[src/rtl/pixel_serializer.sv]
module pixel_serializer (
  input  logic        clk,
  input  logic        rst_n,
  input  logic        load,
  input  logic        dot_en,
  input  logic [31:0] word_in,
  input  logic        sel_256,
  input  logic        sel_ileave,
  input  logic        nib_right,
  output logic [3:0]  pix,
  output logic        pix_valid
);
  localparam int PLANES = 4;
  localparam int PW     = 8;
  localparam int NPIX   = 8;
  localparam int IW     = $clog2(NPIX);

  typedef enum logic [1:0] {M_PLANAR, M_PACKED, M_NIBBLE} mode_t;

  logic [31:0]   word_q;
  mode_t         mode_q;
  logic          right_q;
  logic [IW-1:0] idx;
  logic          valid_q;
  logic [PW-1:0] pl [PLANES];

  always_ff @(posedge clk) begin
    if (!rst_n) begin
      word_q  <= '0;
      mode_q  <= M_PLANAR;
      right_q <= 1'b0;
      idx     <= '0;
      valid_q <= 1'b0;
    end else if (load) begin
      word_q  <= word_in;
      mode_q  <= sel_256 ? M_NIBBLE : (sel_ileave ? M_PACKED : M_PLANAR);
      right_q <= nib_right;
      idx     <= '0;
      valid_q <= 1'b1;
    end else if (dot_en && valid_q) begin
      idx <= idx + 1'b1;
      if (idx == IW'(NPIX-1)) valid_q <= 1'b0;
    end
  end

  logic [3:0] planar_pix, packed_pix, nibble_pix;
  logic [PW-1:0] hi_sh, lo_sh, np;

  for (genvar g = 0; g < PLANES; g++) begin : g_plane
    assign pl[g]         = word_q[g*PW +: PW];
    assign planar_pix[g] = pl[g][3'd7 - idx];
  end

  assign hi_sh      = pl[{1'b1, idx[2]}] << {idx[1:0], 1'b0};
  assign lo_sh      = pl[{1'b0, idx[2]}] << {idx[1:0], 1'b0};
  assign packed_pix = {hi_sh[7:6], lo_sh[7:6]};

  assign np         = pl[idx[2:1]];
  assign nibble_pix = (idx[0] == right_q) ? np[7:4] : np[3:0];

  always_comb begin
    pix = 4'h0;
    if (valid_q) begin
      case (mode_q)
        M_PACKED: pix = packed_pix;
        M_NIBBLE: pix = nibble_pix;
        default:  pix = planar_pix;
      endcase
    end
  end

  assign pix_valid = valid_q;


  load_valid_chk: assert property (@(posedge clk) disable iff (!rst_n)
    load |=> pix_valid);


  last_drop_chk: assert property (@(posedge clk) disable iff (!rst_n)
    (pix_valid && dot_en && !load && idx == IW'(NPIX-1)) |=> !pix_valid);


  idle_zero_chk: assert property (@(posedge clk) disable iff (!rst_n)
    !pix_valid |-> pix == 4'h0);


  hold_chk: assert property (@(posedge clk) disable iff (!rst_n)
    (!load && !dot_en) |=> ($stable(pix) && $stable(pix_valid)));


  mode_lock_chk: assert property (@(posedge clk) disable iff (!rst_n)
    !load |=> ($stable(mode_q) && $stable(right_q)));
endmodule

[config.mk]
export PLATFORM = sky130hd
export DESIGN_NAME = pixel_serializer
export DESIGN_NICKNAME = d
export VERILOG_FILES = /design/src/rtl/pixel_serializer.sv
export SDC_FILE = /design/constraint.sdc
export NUM_CORES = 1
export LEC_CHECK = 0
export BUFFER_PORTS_ARGS = -buffer_cell sky130_fd_sc_hd__buf_4
export CAP_MARGIN = 40
export CORE_MARGIN = 2
export CORE_UTILIZATION = 55
export CTS_CLUSTER_SIZE = 12
export DETAILED_ROUTE_END_ITERATION = 12
export PLACE_DENSITY = 0.8
export SLEW_MARGIN = 5
export SYNTH_ARGS = -nofsm -noshare
export SYNTH_HDL_FRONTEND = slang
export SYNTH_SLANG_ARGS = --single-unit
export TNS_END_PERCENT = 1
[constraint.sdc]
create_clock -name clk -period 2.25 [get_ports clk]
set_clock_uncertainty 0.1 [all_clocks]
set_input_delay 0.1125 -clock clk [delete_from_list [all_inputs] [get_ports clk]]
set_output_delay 0.1125 -clock clk [all_outputs]
set_load 0.05 [all_outputs]
==> qor.yml <==
flow_run:
  drv_cap: 0
global_routing:
  antenna_found_initial: 0
  top_usage_layer: "met2"
  grt_pass1_vias: 1913
  grt_overflow_total: 0
  grt_start_max_net_pins: 39
  met2_usage_pct: 39.7
  grt_usage_pct: 23.6
  met1_usage_pct: 28.4
  grt_pass1_wl_um: 9050
  grt.met3_usage_pct: 4.91
setup_path:
  crit_fanout: 15
  reg2regPathDepth: 5
  cpPeakStageDelay_ns: 0.55
  crit_chain: "buf_12 -> mux4_1 -> mux2i_1 -> o221ai_1 -> buf_4"
  worstSetupPathType: "flop to output pin"
  slowest_stage: "mux4_1"
  startpoint_type: "flop"
  worstPathArrival_ns: 1.92
  endpoint_kind: "output pin"
  worst_ep_required_time_ns: 2.04
floorplan:
  die_h_um: 70.5
  die-area_mm2: 0.00497
  die_w_um: 70.5
  start_util_pct: 56.7
  pin_count: 44
  rows: 24
  coreArea_mm2: 0.00429
sta:
  setup_tns_ns: 0
  fin_crit_sh_pct: 94.9
  worstMarginPinSlew_ns: 0.597
  finalHoldWorstSlack_ns: 0.00816
  clock.fmax_mhz: 468
  rsz0062_at_grt: "no"
  finalSetupViolations: 0
  hold_violations: 0
  slew_headroom_pct: 60.2
  fin_crit_ns: 2.14
  drv_slew: 0
cts:
  clock_latency_ns: 0.29
  htree_levels: 2
  cts.sinks: 39
  clk_pin_slew_worst_paths_ns: 0.07
  cts_inserted_buffers: 5
  clockBufferDepth: 2
  cts_tree: "done"
  clockRootBuffer: "clkbuf_8"
  postCtsSetupBuffers: 0
routing:
  via_per_inst: 5.66
  drc: 0
  drtIter0Drc: 130
  firstDrtPassIters: 5
  num_vias: 1940
  ant_nets: 0
  wl_per_cell_um: 16.1
  wirelength_um: 5540
finish:
  area_delta_synth_final_pct: 30.1
  drive_gt1_share_pct: 24.1
  layout_common_cells: "mux2i_1 (58), buf_4 (47), nor2b_1 (38), dfxtp_1 (36), dlygate4sd3_1 (29)"
  finalNetCount: 333
  num_antenna_cells: 0
  final_common_cell: "mux2i_1"
  fill_cells: 319
power_and_ir_drop:
  pwr-share-seq_pct: 48.9
  combPwrFrac_pct: 18.2
  leakage_nw: 1.28
  power.share.clock_pct: 32.9
  vdd_drop_max_uv: 281
  swShare_pct: 25.5
  power_density_mw_per_mm2: 502
  p_switching_uw: 405
  internal-power_mw: 1.18
synth:
  synth_area_per_cell_um2: 11.0
  synth_cells: 221
  ys_ff_latch: 39
  ys_types: 28
  syn-cell-area_mm2: 0.00243
  synth-seq-area-share_pct: 32.1
  synth-warning-count: 0
  syn_nets: 264
worst_hold_path:
  whs_path_depth: 3
  hold_path.class: "input pin to flop"
place:
  portBuffers: 43
  hpwl_um: 3630
  gp_congestion: 0.894
status:
  status: "finished clean"
[critical path, delay by kind of cell (launching register included)]
family	cells	cell delay, ns
buf+inv	2	0.39
compound gates	1	0.14
flops	1	0.41
mux	2	0.68
[metrics by stage]
step | std cells | util (%) | instance area [µm²] | worst slack, ns | power [mW]
global placement | 306 | 64.2 | 2760 | 0.335 | 1.03
CTS | 343 | 73.3 | 3150 | 0.0205 | 1.59
detailed placement | 306 | 64.2 | 2760 | 0.297 | 1.03
floorplan | 221 | - | 2430 | 0.228 | 0.938
finish | 343 | 73.7 | 3170 | 0.115 | 1.59
global route | 343 | 73.7 | 3170 | 0.0255 | 1.65
[cell usage after synthesis]
cell type,n,share of area [%]
mux2i_1,58,24
dfxtp_1,39,32
nor2b_1,38,9.8
nand2_1,10,1.5
mux4_2,8,7.4
buf_2,7,1.4
nand3_1,7,1.4
mux4_1,6,6.5
a21oi_1,5,1.0
buf_6,5,2.3
a22oi_1,4,1.2
a31oi_1,4,1.0
ha_1,4,2.1
clkbuf_1,3,0.46
inv_1,3,0.46
nand3b_1,3,0.93
nor2_1,3,0.46
o211ai_1,3,0.93
o221ai_1,2,0.72
and2_1,1,0.26
and2b_1,1,0.31
buf_12,1,0.82
nand2b_1,1,0.26
o2111ai_1,1,0.36
o21ai_0,1,0.21
o311ai_2,1,0.67
xor2_1,1,0.36
xor2_4,1,1.1
[sequential cells by signal, indices dropped and copies added, names as in the netlist]
register	count
right_q	1
mode_q	2
idx	3
word_q	32
pix_valid	1
[per-layer routing]
layer / up-vias / part of all wire [%]
li1: 949 / -
met1: 906 / 42
met2: 64 / 50
met3: 21 / 4.1
met4: 0 / 4.1
met5: - / 0
[power groups by stage]
stage / Combinational (mW) / Clock (mW) / Sequential [mW]
after global routing: 0.314 / 0.558 / 0.782
final: 0.289 / 0.523 / 0.777
after floorplan: 0.163 / 0 / 0.775
after CTS: 0.286 / 0.532 / 0.775
after global placement: 0.238 / 0 / 0.790
after detailed placement: 0.244 / 0 / 0.791
[kinds of logic after synthesis]
group / share of synthesized area, %
buf+inv: 5.50
compound gates: 6.17
xor+xnor: 1.49
simple gates: 15.0
fa+ha+maj: 2.06
mux: 37.7
flops: 32.1
[layout make-up]
class | instances | area [µm²] | share of cell area, %
multi-input cells | 163 | 1530 | 48.4
clock buffers | 8 | 100 | 3.16
repair buffers | 78 | 674 | 21.3
inverters | 3 | 11.3 | 0.356
well taps | 52 | 65.1 | 2.05
flip-flops and latches | 39 | 785 | 24.8
[what timing repair did]
item | CTS | global route
resized for setup | 1 | 4
setup endpoints to repair | 3 | 4
hold buffers | 29 | 0
hold endpoints to repair | 29 | 0
[path summary, 6_finish.rpt]
check | endpoint | start | slack [ns]
worst max-delay path | pix[0] | idx[1]$_SDFFE_PP0P_ | 0.11
worst min-delay path | word_q[25]$_SDFFE_PN0P_ | word_in[25] | 0.008
worst max register to register | idx[2]$_SDFFE_PP0P_ | idx[0]$_SDFFE_PP0P_ | 0.85
worst min register to register | idx[1]$_SDFFE_PP0P_ | idx[1]$_SDFFE_PP0P_ | 0.43
No activity file was read; power rests on OpenSTA's default activity.
